File: config.mk
export PLATFORM = sky130hd
export DESIGN_NAME = pld_macrocell
export DESIGN_NICKNAME = d
export VERILOG_FILES = /design/src/rtl/mc_pkg.sv /design/src/rtl/mc_clk_src.sv /design/src/rtl/mc_init.sv /design/src/rtl/mc_next.sv /design/src/rtl/pld_macrocell.sv
export SDC_FILE = /design/constraint.sdc
export NUM_CORES = 1
export LEC_CHECK = 0
export ABC_AREA = 1
export CAP_MARGIN = 25
export CORE_MARGIN = 1.5
export CORE_UTILIZATION = 35
export CTS_CLUSTER_SIZE = 25
export DETAILED_ROUTE_END_ITERATION = 16
export PLACE_DENSITY = 0.66
export SKIP_LAST_GASP = 1
export SYNTH_ARGS = -nofsm -noshare
export SYNTH_HDL_FRONTEND = slang
export SYNTH_HIERARCHICAL = 1
export SYNTH_SLANG_ARGS = --single-unit
File: constraint.sdc
create_clock -name clk -period 1.5 [get_ports clk]
set_clock_uncertainty 0.15 [all_clocks]
set_input_delay 0.3 -clock clk [delete_from_list [all_inputs] [get_ports clk]]
set_output_delay 0.3 -clock clk [all_outputs]
set_load 0.01 [all_outputs]
File: src/rtl/mc_pkg.sv
package mc_pkg;

    typedef enum logic [1:0] {
        OM_COMB  = 2'd0,
        OM_REG   = 2'd1,
        OM_LATCH = 2'd2,
        OM_REG2  = 2'd3
    } omode_e;

    typedef enum logic [1:0] {
        RT_D  = 2'd0,
        RT_T  = 2'd1,
        RT_JK = 2'd2,
        RT_SR = 2'd3
    } rtype_e;

    // Low ten configuration bits, MSB first
    typedef struct packed {
        logic   cell_preset;
        logic   init_swap;
        logic   pt_fall;
        logic   use_pt;
        logic   amode;
        rtype_e rtype;
        logic   pol_inv;
        omode_e omode;
    } mc_flags_t;

    localparam int FLAG_W = $bits(mc_flags_t);

endpackage

File: src/rtl/mc_clk_src.sv
module mc_clk_src #(
    parameter int NCLK = 4,
    parameter int CSW  = 2
) (
    input  logic [NCLK-1:0] blk_clk,
    input  logic            pt_clk,
    input  logic [CSW-1:0]  csel,
    input  logic            take_pt,
    input  logic            pt_fall,
    input  logic            src_prev,
    output logic            src_now,
    output logic            edge_o
);
    logic blk_lvl;

    generate
        if (NCLK == 1) begin : g_one
            assign blk_lvl = blk_clk[0];
        end else begin : g_many
            assign blk_lvl = blk_clk[csel];
        end
    endgenerate

    // Active level normalised to 1 so one rising detector covers both edges
    assign src_now = take_pt ? (pt_clk ^ pt_fall) : blk_lvl;
    assign edge_o  = src_now & ~src_prev;
endmodule

File: src/rtl/mc_init.sv
module mc_init (
    input  logic amode,
    input  logic swap,
    input  logic cell_preset,
    input  logic blk_a,
    input  logic blk_b,
    input  logic cell_term,
    output logic set_o,
    output logic clr_o
);
    always_comb begin
        if (amode) begin
            set_o = cell_term & cell_preset;
            clr_o = cell_term & ~cell_preset;
        end else begin
            set_o = swap ? blk_b : blk_a;
            clr_o = swap ? blk_a : blk_b;
        end
    end
endmodule

File: src/rtl/mc_next.sv
module mc_next
    import mc_pkg::*;
(
    input  rtype_e rtype,
    input  logic   q,
    input  logic   a,
    input  logic   b,
    output logic   d
);
    logic tgl;

    always_comb begin
        unique case (rtype)
            RT_D:    tgl = a ^ q;
            RT_T:    tgl = a;
            RT_JK:   tgl = (a & ~q) | (b & q);
            default: tgl = (a & ~b & ~q) | (b & q);
        endcase
    end

    assign d = q ^ tgl;
endmodule

File: src/rtl/pld_macrocell.sv
module pld_macrocell
    import mc_pkg::*;
#(
    parameter  int NCLK  = 4,
    localparam int CSW   = (NCLK > 1) ? $clog2(NCLK) : 1,
    localparam int CFG_W = FLAG_W + CSW
) (
    input  logic             clk,
    input  logic             rst_n,
    input  logic             cfg_we,
    input  logic [CFG_W-1:0] cfg_in,
    input  logic             sop_a,
    input  logic             sop_b,
    input  logic [NCLK-1:0]  blk_clk,
    input  logic             pt_clk,
    input  logic             blk_init_a,
    input  logic             blk_init_b,
    input  logic             cell_init,
    input  logic             preload_en,
    input  logic             preload_val,
    input  logic             observe_en,
    input  logic             oe_term,
    output logic             pin_out,
    output logic             pin_oe,
    output logic             fb_out
);
    typedef struct packed {
        logic [CFG_W-1:0] cfg;
        logic             store;
        logic             src;
    } st_t;

    st_t       s_d, s_q;
    mc_flags_t flg;
    logic [CSW-1:0] csel;
    logic src_now, edge_w, set_w, clr_w, d_reg, out_val;
    logic [1:0] omode_w;
    logic [CFG_W-1:0] cfg_q;
    logic store_q;

    assign flg     = mc_flags_t'(s_q.cfg[FLAG_W-1:0]);
    assign csel    = s_q.cfg[FLAG_W +: CSW];
    assign omode_w = flg.omode;
    assign cfg_q   = s_q.cfg;
    assign store_q = s_q.store;

    mc_clk_src #(.NCLK(NCLK), .CSW(CSW)) u_src (
        .blk_clk (blk_clk),
        .pt_clk  (pt_clk),
        .csel    (csel),
        .take_pt (flg.amode & flg.use_pt),
        .pt_fall (flg.pt_fall),
        .src_prev(s_q.src),
        .src_now (src_now),
        .edge_o  (edge_w)
    );

    mc_init u_init (
        .amode      (flg.amode),
        .swap       (flg.init_swap),
        .cell_preset(flg.cell_preset),
        .blk_a      (blk_init_a),
        .blk_b      (blk_init_b),
        .cell_term  (cell_init),
        .set_o      (set_w),
        .clr_o      (clr_w)
    );

    mc_next u_next (
        .rtype(flg.rtype),
        .q    (s_q.store),
        .a    (sop_a),
        .b    (sop_b),
        .d    (d_reg)
    );

    always_comb begin
        s_d     = s_q;
        s_d.src = src_now;
        if (cfg_we) s_d.cfg = cfg_in;

        if (clr_w)           s_d.store = 1'b0;
        else if (set_w)      s_d.store = 1'b1;
        else if (preload_en) s_d.store = preload_val;
        else begin
            unique case (flg.omode)
                OM_COMB:  s_d.store = s_q.store;
                OM_LATCH: s_d.store = src_now ? sop_a : s_q.store;
                default:  s_d.store = edge_w ? d_reg : s_q.store;
            endcase
        end

        out_val = (flg.omode == OM_COMB) ? sop_a : s_q.store;
        fb_out  = out_val;
        pin_out = observe_en ? s_q.store : (out_val ^ flg.pol_inv);
        pin_oe  = observe_en | oe_term;
    end

    always_ff @(posedge clk or negedge rst_n) begin
        if (!rst_n) s_q <= '0;
        else        s_q <= s_d;
    end
endmodule

==> impl_metrics.env, run 1 <==
export IMPL_synthCells=102
export IMPL_outcome="finished, violations left"
export IMPL_postCtsHoldBufs=0
export IMPL_period_share=1.143
export IMPL_track_usage=0.1491
export IMPL_grt_use_met2=0.2616
export IMPL_slew_headroom=0.8711
export IMPL_dp_cells=170
export IMPL_dr_first_iter_drc_count=12
export IMPL_finalPower_mw=1.088
export IMPL_powerDensity_nw_per_um2=828.0
export IMPL_grt_pass1_wl_mm=2.980
export IMPL_antenna_left=0
export IMPL_ff2ff_setup_slack_ps=120
export IMPL_area_growth_pct=56.02
export IMPL_yosys_warnings=6
export IMPL_num_io_pins=32
export IMPL_clockBufferDepth=2
export IMPL_startpoint_type="flop"
export IMPL_setup_slack_ps=-214.1
export IMPL_endpoint_kind="output port"
export IMPL_ys_types=18
export IMPL_grt_met1_usage=0.1815
export IMPL_fp_coreArea_sq_um=2233
export IMPL_drc=0
export IMPL_initial_core_util=0.3770
export IMPL_fill_cells=210
export IMPL_crit_type="flop to output port"
export IMPL_synth_area_sq_um=842.1
export IMPL_via_per_inst=4.583
export IMPL_layout_cells_non_filler=175
export IMPL_maxSlewViolCount=0
export IMPL_critPathArrivalTime_ps=1260
export IMPL_crit_top_cell="nand2_1"
export IMPL_syn_nets=131
export IMPL_multi_input_comb_area_sq_um=415.4
export IMPL_ir_drop_mv=0.5044
export IMPL_ys_seq_area_frac=0.4160
export IMPL_placement_rows=17
export IMPL_cts_root_buffer="clkbuf_4"
export IMPL_cts_max_level=1
export IMPL_register_area_sq_um=350.3
export IMPL_global_route_usage_met3=0.01724
export IMPL_ys_ff_latch=14
export IMPL_insertion_delay_ps=280
export IMPL_cts_tree="built"
export IMPL_rr_worst_depth=11
export IMPL_die_h_um=52.05
export IMPL_drt_pre_antenna_iters=4
export IMPL_layout_drive_gt1_share=0.2449
export IMPL_crit_chain="o21ai_2, nand2_2, nand2_1, nand3b_1, nand2_1, buf_2"
export IMPL_grt_max_degree=16
export IMPL_antenna_found_initial=0
export IMPL_clock_fmax_ghz=0.5834
export IMPL_grt_busiest_layer="met2"
export IMPL_rsz0062_at_grt="yes"
export IMPL_hold_viol=0
export IMPL_cap_viol_max_count=0
export IMPL_violations="negative setup slack"
export IMPL_cp_startpoint="cfg_q[0]$_DFFE_PN0P_"
export IMPL_slowest_delay_ps=420
export IMPL_place_hpwl_mm=1.439
export IMPL_syn_area_per_cell_sq_um=8.255
export IMPL_grt_pass1_vias=723
export IMPL_regToRegEndpoint="store_q$_DFFE_PN0P_"
export IMPL_globalplace_congestion=0.7251
export IMPL_drt_total_wl_mm=1.864
export IMPL_leakage_nw=0.6749
export IMPL_cts_made_buffers=3
export IMPL_final_setup_viol_count=2
export IMPL_reg2reg_from="cfg_q[5]$_DFFE_PN0P_"
export IMPL_worst_endpoint_required_ps=1050
export IMPL_nets=177
export IMPL_overflow=0
export IMPL_routedWlPerCell_um=10.65
export IMPL_hp_class="input port to async pin"
export IMPL_clk_pin_slew_ps=90
export IMPL_die_w_um=52.05
export IMPL_slowest_stage="dfrtp_1"
export IMPL_antenna_cells=0
export IMPL_worstPathMaxFanout=3
export IMPL_io_buffers=31
export IMPL_timing_final_crit_period_ps=1714
export IMPL_worst_pin_slew_ps=191.4
export IMPL_hold_ws_ps=168.0
export IMPL_clock_sinks=14
export IMPL_die_area_sq_um=2709
export IMPL_num_vias=802
Yosys cell counts (all sizes together):
cell type / count / area [sq um]
nand2: 30 / 112.6
buf: 2 / 26.27
nor2: 5 / 18.77
a21oi: 2 / 13.76
or2: 1 / 6.260
dfrtp: 14 / 350.3
o21ai: 5 / 25.02
nand3: 12 / 70.07
xor2: 1 / 8.760
nand3b: 3 / 22.52
a21boi: 1 / 7.510
mux2: 9 / 116.4
inv: 17 / 63.81
placed cells by master (no fill, tap or decap):
cell,instances
nand2_1,29
clkdlybuf4s50_1,26
inv_1,15
dfrtp_1,14
buf_4,11
nand3_1,9
nor2_1,5
mux2_2,5
mux2_4,4
nand3_2,3
nand3b_1,3
o21ai_0,3
clkbuf_4,3
inv_2,2
dlymetal6s2s_1,2
o21ai_2,1
nand2_2,1
or2_4,1
a21oi_1,1
clkbuf_8,1
dlygate4sd2_1,1
buf_6,1
buf_2,1
buf_12,1
o21ai_1,1
a21boi_1,1
xor2_1,1
a21oi_2,1
worst max-delay path by stage:
stage               endpoint  slack, ps  cells past startpoint
floorplan            pin_out        160                      5
global placement     pin_out       -550                      6
detailed placement   pin_out       -600                      6
CTS                  pin_out       -220                      6
global route         pin_out       -260                      7
finish               pin_out       -210                      6
registers in the layout, summed over array words and instances, names as in the netlist:
name / count
store_q: 1
cfg_q: 12
s_q: 1
report_power, final:
| part | total, mW | internal (mW) | switching, mW |
|---|---|---|---|
| registers | 0.461 | 0.421 | 0.0399 |
| clock network | 0.272 | 0.148 | 0.124 |
| logic | 0.355 | 0.209 | 0.146 |
layer usage:
layer	vias up	share of wire
met4	0	0.0080
met2	19	0.51
met3	4	0.041
met1	367	0.44
met5	-	0
li1	412	-
metrics by stage:
step           utilization  cell area (sq um)  setup TNS (ps)  setup WS [ps]
2_1_floorplan            -              842.1               0          158.4
3_3_place_gp        0.5625               1256           -2159         -552.3
3_5_place_dp        0.5625               1256           -2369         -595.5
4_1_cts             0.5737               1281          -537.3         -224.9
5_1_grt             0.5882               1314          -539.9         -258.6
6_report            0.5882               1314          -396.5         -214.1
worst max-delay path: cells and delay by family, from the launching register on:
kind | cells | cell delay [ps]
AOI/OAI and AO/OA | 1 | 180
buffers and inverters | 1 | 120
and+or+nand+nor | 4 | 260
DFF | 1 | 420
cell families (layout without fill, tap and decap cells):
kind of cell	count (synthesis)	count (layout)	synth area share
AOI/OAI and AO/OA	8	8	0.05497
xor gates and xnor gates	1	1	0.01040
buffers and inverters	19	64	0.1070
DFF	14	14	0.4161
muxes	9	9	0.1382
and+or+nand+nor	51	51	0.2734
layout make-up:
class                           instances  area share
Sequential cell                        14      0.2667
Timing Repair Buffer                   43      0.3143
Tap cell                               28     0.02667
Multi-Input combinational cell         69      0.3162
Clock buffer                            4     0.02762
Inverter                               17     0.04857
what timing repair did:
action | CTS | global route
setup buffers | 0 | 1
pin swaps | 3 | 1
endpoints found under the setup margin | 3 | 4
resized for setup | 9 | 10
Note: power is estimated with default switching activity, not from simulation.
==> run 2: changes to the inputs <==
--- a/config.mk
+++ b/config.mk
@@ -6,7 +6,7 @@
 export NUM_CORES = 1
 export LEC_CHECK = 0
 export ABC_AREA = 1
-export CAP_MARGIN = 25
+export CAP_MARGIN = 40
 export CORE_MARGIN = 1.5
 export CORE_UTILIZATION = 35
 export CTS_CLUSTER_SIZE = 25
==> results of run 2 <==
Same layout as run 1: the final DEF is identical, and so are final timing and power.
==> run 3: changes to the inputs <==
--- a/config.mk
+++ b/config.mk
@@ -11,9 +11,8 @@
 export CORE_UTILIZATION = 35
 export CTS_CLUSTER_SIZE = 25
 export DETAILED_ROUTE_END_ITERATION = 16
-export PLACE_DENSITY = 0.66
+export PLACE_DENSITY = 0.68
 export SKIP_LAST_GASP = 1
 export SYNTH_ARGS = -nofsm -noshare
 export SYNTH_HDL_FRONTEND = slang
-export SYNTH_HIERARCHICAL = 1
 export SYNTH_SLANG_ARGS = --single-unit
==> run 3 against run 2 <==
The run still ends with negative setup slack left. Cell area is 8.9% lower. First-iteration DRC count up 25%. Clock power is essentially flat. Area after synthesis fell by 10%. Cell count decreased by 6.3%. Critical path depth increased by 2. Worst setup slack got worse by 160 ps. Register-to-register slack is essentially flat. Sequential power shrank 4%. Combinational power shrank 17%. Routed wire length shrank 6.4%. Critical path type unchanged. Largest cell class is now non-clock buffers.
==> impl_metrics.env, run 3 <==
export IMPL_outcome="finished, violations left"
export IMPL_violations="negative setup slack"
export IMPL_die_area_sq_um=2443
export IMPL_synth_async_reset_ratio=1.000
export IMPL_fill_cells=192
export IMPL_slowest_delay_ps=400
export IMPL_hold_viol=0
export IMPL_cts_made_buffers=3
export IMPL_die_w_um=49.43
export IMPL_maxSlewViolCount=0
export IMPL_placement_rows=16
export IMPL_drt_pre_antenna_iters=4
export IMPL_crit_chain="inv_2, nand2_2, inv_2, nand2_2, o21ai_2, nor2_2, o31ai_2, buf_2"
export IMPL_period_share=1.246
export IMPL_synth_area_leader_cell="dfrtp_1"
export IMPL_reg2reg_from="cfg_q[0]$_DFFE_PN0P_"
export IMPL_synthCells=95
export IMPL_area_growth_pct=58.71
export IMPL_place_hpwl_mm=1.360
export IMPL_grt_max_degree=15
export IMPL_worstPathMaxFanout=2
export IMPL_die_h_um=49.43
export IMPL_overflow=0
export IMPL_leakage_nw=0.5780
export IMPL_place_area_sq_um=1150
export IMPL_dr_first_iter_drc_count=15
export IMPL_synth_ff_type="dfrtp_1"
export IMPL_slowest_stage="dfrtp_1"
export IMPL_yosysTopAreaCellShare=0.4643
export IMPL_final_setup_viol_count=2
export IMPL_ys_ff_latch=14
export IMPL_worst_path_buf_inv=3
export IMPL_via_per_inst=4.604
export IMPL_cap_viol_max_count=0
export IMPL_num_io_pins=32
export IMPL_postCtsHoldBufs=0
export IMPL_largest_reg_flops=12
export IMPL_powerDensity_nw_per_um2=843.2
export IMPL_nets=167
export IMPL_globalplace_congestion=0.8641
export IMPL_hold_ws_ps=177.5
export IMPL_drt_total_wl_mm=1.744
export IMPL_drc=0
export IMPL_grt_pass1_vias=763
export IMPL_layout_drive_gt1_share=0.2409
export IMPL_setup_slack_ps=-369.4
export IMPL_clockBufferDepth=2
export IMPL_crit_type="flop to output port"
export IMPL_ys_seq_area_frac=0.4643
export IMPL_clock_fmax_ghz=0.5349
export IMPL_synth_area_sq_um=754.5
export IMPL_synth_edff_count=0
export IMPL_rr_worst_depth=10
export IMPL_synth_common_cells="nand2_1, dfrtp_1, inv_1, o21ai_0, nor2_1"
export IMPL_ys_types=22
export IMPL_regToRegEndpoint="store_q$_DFFE_PN0P_"
export IMPL_rsz0062_at_grt="yes"
export IMPL_final_common_cell="clkdlybuf4s50_1"
export IMPL_cts_root_buffer="clkbuf_4"
export IMPL_routedWlPerCell_um=10.63
export IMPL_clk_pin_slew_ps=90
export IMPL_layout_cells_non_filler=164
export IMPL_antenna_found_initial=0
export IMPL_synth_most_common_cell="nand2_1"
export IMPL_syn_area_per_cell_sq_um=7.942
export IMPL_dp_cells=159
export IMPL_io_buffers=31
export IMPL_num_vias=755
export IMPL_antenna_cells=0
export IMPL_cts_max_level=1
export IMPL_worst_pin_slew_ps=298.7
export IMPL_final_area_sq_um=1197
export IMPL_ir_drop_mv=0.5770
export IMPL_final_cell_mix="clkdlybuf4s50_1, nand2_1, dfrtp_1"
export IMPL_initial_core_util=0.3769
export IMPL_timing_final_crit_period_ps=1869
export IMPL_fp_coreArea_sq_um=2002
export IMPL_synth_area_top_cells="dfrtp_1, nand2_1, o21ai_0"
export IMPL_startpoint_type="flop"
export IMPL_track_usage=0.1560
export IMPL_ff2ff_setup_slack_ps=110
export IMPL_slew_headroom=0.8002
export IMPL_insertion_delay_ps=280
export IMPL_cts_tree="built"
export IMPL_critical_path_top_delay_family="flip-flops"
export IMPL_clock_sinks=14
export IMPL_endpoint_kind="output port"
export IMPL_critPathArrivalTime_ps=1420
export IMPL_yosys_warnings=0
export IMPL_grt_pass1_wl_mm=2.953
export IMPL_worst_endpoint_required_ps=1050
export IMPL_hp_class="input port to async pin"
export IMPL_syn_nets=124
export IMPL_antenna_left=0
run 3: cell types whose count changed after synthesis, moves of 3 or more:
cell,before,now
nor2_1,5,8
inv_1,17,12
nand2_1,30,25
mux2_4,4,0
nand3_1,10,3
nand3b_1,3,0
o21ai_0,3,12
run 3: logic make-up (layout without fill, tap and decap cells):
kind of cell           after synthesis  in the layout  synth area share
AO/OA/AOI/OAI                       19             19            0.1559
XOR/XNOR                             1              1           0.01161
buffers and inverters               16             58           0.08125
flip-flops                          14             14            0.4644
multiplexers                         3              3           0.04477
AND/OR/NAND/NOR                     42             42            0.2421
run 3: worst register-to-register path, stage by stage, from the launching register on:
cell	delay (ps)
dfrtp_1	400
buf_4	130
buf_4	120
nand2_1	50
nand2_1	60
nor2_1	100
nand2_1	60
nand2_1	50
nand2_1	40
nand2_1	60
a21oi_2	50
run 3: repair_timing:
| item | in CTS | in global routing |
|---|---|---|
| pin swaps | 3 | 2 |
| setup buffers | 0 | 1 |
| gates resized for setup | 16 | 5 |
| endpoints found under the setup margin | 3 | 3 |
| cloned | 0 | 0 |
run 3: layout make-up:
| cell class | instances | area, sq um | area share |
|---|---|---|---|
| Clock buffer | 4 | 36.28 | 0.03030 |
| Tap cell | 27 | 33.78 | 0.02821 |
| Inverter | 14 | 52.55 | 0.04389 |
| Multi-Input combinational cell | 65 | 354.1 | 0.2957 |
| Timing Repair Buffer | 40 | 370.4 | 0.3093 |
| Sequential cell | 14 | 350.3 | 0.2926 |
run 3: worst max-delay path by stage:
stage | end | slack (ps) | cells past startpoint | from
4_1_cts | pin_out | -360 | 9 | cfg_q[1]$_DFFE_PN0P_
3_5_place_dp | pin_out | -780 | 8 | sop_a
5_1_grt | pin_out | -480 | 8 | cfg_q[0]$_DFFE_PN0P_
6_report | pin_out | -370 | 8 | cfg_q[1]$_DFFE_PN0P_
3_3_place_gp | pin_out | -730 | 8 | sop_a
2_1_floorplan | pin_out | 20 | 7 | cfg_q[1]$_DFFE_PN0P_
run 3: stage by stage:
stage | setup TNS (ps) | total power, mW | setup WS [ps] | utilization
2_1_floorplan | 0 | 0.5841 | 16.53 | -
3_3_place_gp | -2023 | 0.7362 | -733.2 | 0.5744
3_5_place_dp | -2089 | 0.7434 | -779.4 | 0.5744
4_1_cts | -625.1 | 1.011 | -360.5 | 0.5925
5_1_grt | -732.8 | 1.077 | -477.6 | 0.5981
6_report | -513.6 | 1.010 | -369.4 | 0.5981
run 3: layer usage:
metal,share of wire,vias to the layer above,GRT usage
met5,0,-,0
met4,0.012,0,0.05556
met3,0.057,4,0.04294
met2,0.47,22,0.2703
met1,0.46,344,0.1838
li1,-,385,-
run 3: power breakdown:
| group | internal, mW | switching [mW] |
|---|---|---|
| Combinational | 0.163 | 0.132 |
| Clock | 0.148 | 0.124 |
| Sequential | 0.417 | 0.0251 |
